==> src/rtl/wave_rec_pkg.sv <==
package wave_rec_pkg;
    localparam int SMP_W     = 8;
    localparam int WORD_W    = 16;
    localparam int HDR_WORDS = 8;
    localparam int TS_W      = 48;

    typedef enum logic [1:0] {
        ST_IDLE = 2'd0,
        ST_POST = 2'd1,
        ST_PRE  = 2'd2,
        ST_HDR  = 2'd3
    } rec_state_e;

    // Header word k packs byte 2k (low) and byte 2k+1 (high); fields high byte first.
    function automatic logic [WORD_W-1:0] hdr_word(
        input logic [2:0]       idx,
        input logic [7:0]       chan,
        input logic [15:0]      plen,
        input logic [15:0]      prelen,
        input logic [15:0]      evn,
        input logic [TS_W-1:0]  ts,
        input logic [15:0]      tag
    );
        logic [WORD_W-1:0] w;
        case (idx)
            3'd0:    w = {plen[15:8],   chan};
            3'd1:    w = {prelen[15:8], plen[7:0]};
            3'd2:    w = {evn[15:8],    prelen[7:0]};
            3'd3:    w = {ts[47:40],    evn[7:0]};
            3'd4:    w = {ts[31:24],    ts[39:32]};
            3'd5:    w = {ts[15:8],     ts[23:16]};
            3'd6:    w = {tag[15:8],    ts[7:0]};
            default: w = {8'h00,        tag[7:0]};
        endcase
        return w;
    endfunction
endpackage

==> src/rtl/wave_rec_history.sv <==
module wave_rec_history #(
    parameter int DEPTH  = 128,
    parameter int SMP_W  = 8,
    localparam int IDX_W = $clog2(DEPTH),
    localparam int PAIR_W = IDX_W - 1
) (
    input  logic              clk,
    input  logic              rst_n,
    input  logic              we,
    input  logic [SMP_W-1:0]  wdat,
    input  logic [PAIR_W-1:0] pair_idx,
    output logic [SMP_W-1:0]  rd_lo,
    output logic [SMP_W-1:0]  rd_hi
);
    logic [SMP_W-1:0] mem_q [DEPTH];
    logic [IDX_W-1:0] wptr_q;
    logic [IDX_W-1:0] idx0;
    logic [IDX_W-1:0] idx1;

    // The slot at the write pointer is the oldest entry.
    always_comb begin
        idx0  = wptr_q + {pair_idx, 1'b0};
        idx1  = idx0 + 1'b1;
        rd_lo = mem_q[idx0];
        rd_hi = mem_q[idx1];
    end

    always_ff @(posedge clk) begin
        if (!rst_n) begin
            wptr_q <= '0;
            for (int i = 0; i < DEPTH; i++) mem_q[i] <= '0;
        end else if (we) begin
            mem_q[wptr_q] <= wdat;
            wptr_q        <= wptr_q + 1'b1;
        end
    end
endmodule

==> src/rtl/wave_rec_tstamp.sv <==
module wave_rec_tstamp #(
    parameter int W = 48
) (
    input  logic         clk,
    input  logic         rst_n,
    output logic [W-1:0] ts
);
    logic [W-1:0] ts_q;

    always_ff @(posedge clk) begin
        if (!rst_n) ts_q <= '0;
        else        ts_q <= ts_q + 1'b1;
    end

    assign ts = ts_q;
endmodule

==> src/rtl/wave_event_rec.sv <==
module wave_event_rec
    import wave_rec_pkg::*;
#(
    parameter logic [7:0] CHAN_ID     = 8'h00,
    parameter int         ADDR_W      = 10,
    parameter int         PRE_SAMPLES = 128
) (
    input  logic              clk,
    input  logic              rst_n,
    input  logic              smp_valid,
    input  logic [7:0]        smp_data,
    input  logic              trig,
    input  logic [15:0]       trig_tag,
    input  logic [15:0]       post_len,
    input  logic              swap_req,
    output logic              mem_wr_en,
    output logic              mem_wr_bank,
    output logic [ADDR_W-1:0] mem_wr_addr,
    output logic [15:0]       mem_wr_data,
    output logic              active_bank,
    output logic              overflow,
    output logic              busy
);
    localparam int BANK_WORDS = 1 << ADDR_W;
    localparam int PRE_WORDS  = PRE_SAMPLES / 2;
    localparam int PAIR_W     = $clog2(PRE_WORDS);
    localparam int FIX_WORDS  = HDR_WORDS + PRE_WORDS;

    typedef struct packed {
        rec_state_e        state;
        logic              bank;
        logic [ADDR_W:0]   ptr;
        logic [ADDR_W-1:0] base;
        logic [15:0]       cnt;
        logic              half;
        logic [7:0]        hold;
        logic [15:0]       plen;
        logic [TS_W-1:0]   ts;
        logic [15:0]       tag;
        logic [15:0]       evn;
        logic              ovf;
        logic              swap_pend;
        logic              wr_en;
        logic              wr_bank;
        logic [ADDR_W-1:0] wr_addr;
        logic [15:0]       wr_data;
    } rec_regs_t;

    rec_regs_t         q, d;
    logic [TS_W-1:0]   ts_now;
    logic              hist_we;
    logic [7:0]        hist_lo;
    logic [7:0]        hist_hi;
    logic [PAIR_W-1:0] pair_idx;
    logic              bank_eff;
    logic [ADDR_W:0]   ptr_eff;
    logic [31:0]       need_words;
    logic              fits;
    logic [ADDR_W:0]   rec_words;

    wave_rec_tstamp #(.W(TS_W)) u_ts (
        .clk   (clk),
        .rst_n (rst_n),
        .ts    (ts_now)
    );

    wave_rec_history #(.DEPTH(PRE_SAMPLES), .SMP_W(8)) u_hist (
        .clk      (clk),
        .rst_n    (rst_n),
        .we       (hist_we),
        .wdat     (smp_data),
        .pair_idx (pair_idx),
        .rd_lo    (hist_lo),
        .rd_hi    (hist_hi)
    );

    assign pair_idx = q.cnt[PAIR_W-1:0];

    always_comb begin
        d          = q;
        d.wr_en    = 1'b0;
        hist_we    = 1'b0;
        bank_eff   = q.bank;
        ptr_eff    = q.ptr;
        need_words = 32'(FIX_WORDS) + 32'(post_len[15:1]);
        rec_words  = (ADDR_W+1)'(FIX_WORDS) + (ADDR_W+1)'(q.plen[15:1]);
        fits       = 1'b0;

        unique case (q.state)
            ST_IDLE: begin
                // A swap at a boundary is applied before any trigger in this cycle.
                if (q.swap_pend || swap_req) begin
                    bank_eff    = ~q.bank;
                    ptr_eff     = '0;
                    d.bank      = bank_eff;
                    d.ptr       = '0;
                    d.swap_pend = 1'b0;
                end
                fits = (32'(ptr_eff) + need_words) <= 32'(BANK_WORDS);
                if (trig && fits) begin
                    d.state = (post_len[15:1] == 15'd0) ? ST_PRE : ST_POST;
                    d.base  = ptr_eff[ADDR_W-1:0];
                    d.cnt   = '0;
                    d.plen  = post_len;
                    d.ts    = ts_now;
                    d.tag   = trig_tag;
                    d.half  = smp_valid && (post_len[15:1] != 15'd0);
                    d.hold  = smp_data;
                end else begin
                    if (trig) d.ovf = 1'b1;
                    hist_we = smp_valid;
                end
            end
            ST_POST: begin
                if (swap_req) d.swap_pend = 1'b1;
                if (smp_valid) begin
                    if (!q.half) begin
                        d.hold = smp_data;
                        d.half = 1'b1;
                    end else begin
                        d.half    = 1'b0;
                        d.wr_en   = 1'b1;
                        d.wr_bank = q.bank;
                        d.wr_addr = q.base + ADDR_W'(HDR_WORDS) + ADDR_W'(q.cnt);
                        d.wr_data = {smp_data, q.hold};
                        if (q.cnt + 16'd1 == {1'b0, q.plen[15:1]}) begin
                            d.state = ST_PRE;
                            d.cnt   = '0;
                        end else begin
                            d.cnt = q.cnt + 16'd1;
                        end
                    end
                end
            end
            ST_PRE: begin
                if (swap_req) d.swap_pend = 1'b1;
                d.wr_en   = 1'b1;
                d.wr_bank = q.bank;
                d.wr_addr = q.base + ADDR_W'(HDR_WORDS) + ADDR_W'(q.plen[15:1])
                          + ADDR_W'(q.cnt);
                d.wr_data = {hist_hi, hist_lo};
                if (q.cnt == 16'(PRE_WORDS - 1)) begin
                    d.state = ST_HDR;
                    d.cnt   = '0;
                end else begin
                    d.cnt = q.cnt + 16'd1;
                end
            end
            ST_HDR: begin
                if (swap_req) d.swap_pend = 1'b1;
                d.wr_en   = 1'b1;
                d.wr_bank = q.bank;
                d.wr_addr = q.base + ADDR_W'(q.cnt);
                d.wr_data = hdr_word(q.cnt[2:0], CHAN_ID, q.plen, 16'(PRE_SAMPLES),
                                     q.evn, q.ts, q.tag);
                if (q.cnt == 16'(HDR_WORDS - 1)) begin
                    d.state = ST_IDLE;
                    d.cnt   = '0;
                    d.evn   = q.evn + 16'd1;
                    d.ptr   = {1'b0, q.base} + rec_words;
                end else begin
                    d.cnt = q.cnt + 16'd1;
                end
            end
            default: d.state = ST_IDLE;
        endcase
    end

    always_ff @(posedge clk) begin
        if (!rst_n) q <= '0;
        else        q <= d;
    end

    assign mem_wr_en   = q.wr_en;
    assign mem_wr_bank = q.wr_bank;
    assign mem_wr_addr = q.wr_addr;
    assign mem_wr_data = q.wr_data;
    assign active_bank = q.bank;
    assign overflow    = q.ovf;
    assign busy        = (q.state != ST_IDLE);
endmodule

==> config.mk <==
export PLATFORM = sky130hd
export DESIGN_NAME = wave_event_rec
export DESIGN_NICKNAME = d
export VERILOG_FILES = /design/src/rtl/wave_rec_pkg.sv /design/src/rtl/wave_rec_history.sv /design/src/rtl/wave_rec_tstamp.sv /design/src/rtl/wave_event_rec.sv
export SDC_FILE = /design/constraint.sdc
export NUM_CORES = 2
export LEC_CHECK = 0
export ABC_AREA = 1
export BUFFER_PORTS_ARGS = -buffer_cell sky130_fd_sc_hd__buf_2
export CAP_MARGIN = 20
export CORE_ASPECT_RATIO = 2
export CORE_MARGIN = 2
export CORE_UTILIZATION = 60
export DETAILED_ROUTE_END_ITERATION = 8
export PLACE_DENSITY = 0.76
export RECOVER_POWER = 100
export SYNTH_ARGS = -nofsm -noshare
export SYNTH_HDL_FRONTEND = slang
export SYNTH_SLANG_ARGS = --single-unit
==> constraint.sdc <==
create_clock -name clk -period 9.6 [get_ports clk]
set_input_delay 0.96 -clock clk [delete_from_list [all_inputs] [get_ports clk]]
set_output_delay 0.96 -clock clk [all_outputs]
set_load 0.02 [all_outputs]
**Word-level counts from Yosys, hierarchy flattened**

Memories as Yosys holds them, arrays and structs flattened.
Index checks and enable logic that the tools add are counted.

- Flip-flop bits (word level): 230
- Bits in latches: 0
- RAM bits: 1024
- Memory bits (read-only): 0
- Input port bits: 45
- Output and inout bits: 31
- Logic and storage cells: 122
- Memories: 1

- Add/subtract/negate cells: 15
- $mul: 0
- Divide/modulo/power cells: 0
- Magnitude comparators: 1
- Equal/unequal tests: 21
- Shift operators: 0
- Mux-type cells: 39
- Bitwise operators: 2
- Reductions and logical operators: 24

Memory list:

| name | depth | width | read ports | clocked after memory_dff | write ports | line | source |
|---|---|---|---|---|---|---|---|
| u_hist.mem_q | 128 | 8 | 2 | 0 | 128 | wave_rec_history.sv:15 | `logic [SMP_W-1:0] mem_q [DEPTH];` |

Operators with widths:

| kind | count |
|---|---|
| $pmux 16 s7 | 1 |
| $mux 105 | 1 |
| $pmux 28 s3 | 1 |
| $mux 16 | 4 |
| $pmux 16 s4 | 1 |
| $mux 28 | 2 |
| $add 48x1->48 const B | 1 |
| $mux 11 | 4 |
| $add 10x10->10 | 4 |
| $add 16x1->16 const B | 2 |
| $mux 25 | 1 |
| $pmux 11 s2 | 1 |
| $pmux 9 s2 | 1 |
| $add 11x16->17 | 1 |
| $le 17x11->1 const B | 1 |
| $add 7x15->16 const A | 1 |
| $eq 16x15->1 | 1 |
| $eq 16x3->1 const B | 1 |
| $eq 16x6->1 const B | 1 |
| $mux 8 | 2 |
| $ne 2x2->1 const B | 8 |
| $logic_not 15->1 | 1 |
| $reduce_and 3->1 | 5 |
| $reduce_bool 15->1 | 1 |
| 28 further kinds | 55 |

**Logic depth before layout (Yosys ltp)**

- Depth after elaboration: 13
- Gate-level depth with buffers: 24
- Mapped depth without buffers: 23

**By module**

A second synthesis with hierarchy kept.

- Cell total of the unflattened synthesis: 9289
- Area total of the unflattened synthesis: 72354.4 um2

Modules (own cells, without submodules):

| module | instances | cells each | area each (um2) | seq. area each (um2) |
|---|---|---|---|---|
| wave_rec_history | 1 | 7258 | 58346.0 | 30889.6 |
| wave_event_rec | 1 | 1620 | 11255.8 | 3503.4 |
| wave_rec_tstamp | 1 | 411 | 2752.6 | 960.9 |

**Worst setup path after synthesis**

No wires, ideal clock.

- Kind: input port to flip-flop
- Start: in swap_req
- End: mem u_hist.mem_q[0][0] (enable)
- Arrival: 4.314 ns
- Data required time: 9.216 ns
- Slack: 4.902 ns
- Stages on the path: 23
- Path buffers: 1
- Path through: nor2_1 > clkinv_1 > nor2_1 > ha_1 > ha_1 > inv_1 > fa_1 > inv_1 > nand2_1 > nand2_1 > nand3_1 > nand3_1 > nand2_1 > nand2_1 > nor2_1 > nand2_1 > nand2_1 > nand4_2 > nand3_4 > inv_2 > nand2_1 > clkbuf_1 > o21ai_0

RTL lines:

| element | line | source |
|---|---|---|
| start: declaration | wave_event_rec.sv:15 | `input logic swap_req,` |
| end: declaration | wave_rec_history.sv:15 |  |

==> results.json <==
{
  "fin_crit_sh_pct": 83.6,
  "worstHoldPathType": "in2reg",
  "fin_area_um2": 75000,
  "grt_use_total_pct": 42.1,
  "io_pins": 76,
  "viasPerCell": 6.59,
  "max_freq_mhz": 125,
  "pwr-share-clk_pct": 25.1,
  "grt_pass1_vias": 63100,
  "htree_levels": 3,
  "antenna_left": 0,
  "hpwlAfterDp_um": 165000,
  "status": "complete, but fails checks",
  "antenna_found_initial": 10,
  "ys_seq_elements": 1254,
  "synth_most_common_cell": "nand2_1",
  "endpoint_kind": "flip-flop",
  "cts_setup_buffers": 0,
  "leakage_nw": 28.0,
  "power_switching_mw": 7.90,
  "core_area_um2": 118000,
  "drc": 0,
  "netlist_top_cells_area": "edfxtp_1 43%, nand2_1 8.0%, nand3_1 6.9%",
  "syn_nets": 9076,
  "critPathLaunchType": "input port",
  "timing.rr.start": "pair_idx[1]",
  "dieArea_um2": 122000,
  "worstPathRequired_ps": 9750,
  "final_cells": 10100,
  "clock-sinks": 1254,
  "grt_pass1_wl_um": 379000,
  "synth.top_cells.by_count": "1514 x nand2_1, 1124 x nor2_1, 1024 x edfxtp_1",
  "hold_ws_ps": 413,
  "layout.nets": 8642,
  "crit_type": "in2reg",
  "tightestPinTransition_ps": 4000,
  "avgSynthCellArea_um2": 7.97,
  "cp_data_arrival_time_ps": 8180,
  "gp_congestion": 1.03,
  "num_vias": 66800,
  "rsz0062_at_grt": "no",
  "r2r_cells": 13,
  "yosysSeqAreaShare_pct": 49.6,
  "place_area_um2": 71600,
  "port_buffers": 75,
  "cts_tree": "done",
  "wirelength_um": 259000,
  "cap_violations": 12,
  "synth_edf_count": 1024,
  "syn_to_final_growth_pct": 5.34,
  "cellPowerDensity_nw_per_um2": 245,
  "ys_async_sr_fraction_pct": 0,
  "rows": 178,
  "slew_headroom_pct": -166,
  "reg2reg_slack_ps": 1610,
  "ctsRootBufferMaster": "clkbuf_16",
  "netlist_area_um2": 71200,
  "synth_cell_types": 51,
  "synth.top_cell.area_share_pct": 43.2,
  "cts_buffer_depth": 3,
  "hold_viol_final": 0,
  "fp.dieH_um": 491,
  "yosys_warnings": 0,
  "avgRoutedWirePerCell_um": 25.6,
  "setup_tns_ps": 0,
  "grt_max_degree": 234,
  "fin_skew_ps": 34.2,
  "switching_share_pct": 42.9,
  "max-vdd-ir-drop_mv": 0.286,
  "netlist_instances": 8934,
  "worstSkewPairLatency_ps": 770,
  "slew_viol_final": 582,
  "synthFlopType": "edfxtp_1",
  "start_util_pct": 60.6,
  "pwr-share-seq_pct": 34.1,
  "hold_buffers": 0,
  "power_frac_comb_pct": 40.8,
  "drive_above_1_share_pct": 3.99,
  "dpl.cell_count": 9900,
  "first_pass_iters": 9,
  "period_needed_ps": 8030,
  "violations": "capacitance limit, slew limit",
  "report.final.setup_viol": 0,
  "gr-total-overflow": 0,
  "netlist.top_cell.by_area": "edfxtp_1",
  "drtIter0Drc": 9302,
  "crit_end": "u_hist.mem_q[118][4]",
  "critPathMaxFanout": 74,
  "p_int_mw": 10.5,
  "die_x_um": 248,
  "r2r-end": "mem_wr_data[3]",
  "numCtsBuffers": 105,
  "ctsResizeCount": 0,
  "clk_pin_slew_worst_paths_ps": 70,
  "hp-start": "trig_tag[8]",
  "cp-startpoint": "rst_n"
}
[worst min-delay path by stage]
stage | end | slack (ps) | cells past startpoint
after global routing | q[58] | 420 | 3
after global placement | u_ts.ts[0] | 450 | 1
final | q[54] | 410 | 3
after floorplan | q[163] | 430 | 2
after CTS | q[57] | 410 | 3
after detailed placement | q[167] | 460 | 2
[state kept, by name, indices dropped and copies added (netlist names)]
| register | count |
|---|---|
| pair_idx | 6 |
| mem_wr_en | 1 |
| mem_wr_bank | 1 |
| active_bank | 1 |
| mem_wr_addr | 10 |
| overflow | 1 |
| u_ts.ts | 48 |
| u_hist.mem_q | 1024 |
| mem_wr_data | 16 |
| q | 139 |
| u_hist.wptr_q | 7 |
[logic make-up after synthesis]
family	synth area share (%)
compound gates	14.8
xor+xnor	0.608
fa+ha+maj	1.85
buf+inv	7.75
flops	49.6
simple gates	25.4
[cell usage in the layout, fill, tap and decap left out, types with 31 or more instances in the layout]
cell | Yosys | routed
buf_4 | 29 | 71
nor3_1 | 487 | 483
buf_2 | 79 | 43
clkbuf_16 | 0 | 110
o21ai_0 | 769 | 768
a31oi_1 | 143 | 143
nand3_1 | 986 | 1016
clkbuf_1 | 571 | 99
edfxtp_1 | 1024 | 1024
a221oi_1 | 31 | 31
inv_1 | 632 | 625
dfxtp_1 | 230 | 229
a21oi_1 | 719 | 719
o211ai_1 | 216 | 216
nand2_1 | 1514 | 1511
nor2_1 | 1124 | 1121
ha_1 | 83 | 82
clkinv_1 | 22 | 36
[power groups by stage]
| stage | registers [mW] | logic, mW | clock network [mW] |
|---|---|---|---|
| floorplan | 6.31 | 4.65 | 0 |
| global placement | 6.39 | 6.91 | 0 |
| detailed placement | 6.39 | 6.99 | 0 |
| CTS | 6.27 | 7.01 | 4.58 |
| global route | 6.30 | 7.90 | 4.80 |
| finish | 6.28 | 7.51 | 4.62 |
[critical path, stage by stage]
cell and delay (ps):
clkbuf_1 2750, clkbuf_1 2890, o21ai_0 1500
[final cells by class]
class	instances	area, um^2
antenna	3	7.51
clock buffer	138	2920
clock inverter	61	718
fill	10100	42600
inverter	661	2540
multi-input combinational	6271	30300
sequential	1254	35400
tap	1530	1910
timing repair buffer	207	1300
[per-stage QoR]
step,setup WS (ps),power (mW),utilization (%)
CTS,3380,17.9,64.0
detailed placement,2620,13.4,60.9
finish,1570,18.4,63.8
floorplan,4900,11.0,-
global placement,2730,13.3,60.9
global route,1650,19.0,63.8
[routing by layer]
layer	up-vias	GRT usage, %	wire length, um
li1	29900	-	-
met1	30900	44.6	79500
met2	4568	69.0	123000
met3	1366	9.23	27500
met4	6	38.8	29800
met5	-	0	39
(Power assumes the default switching activity.)
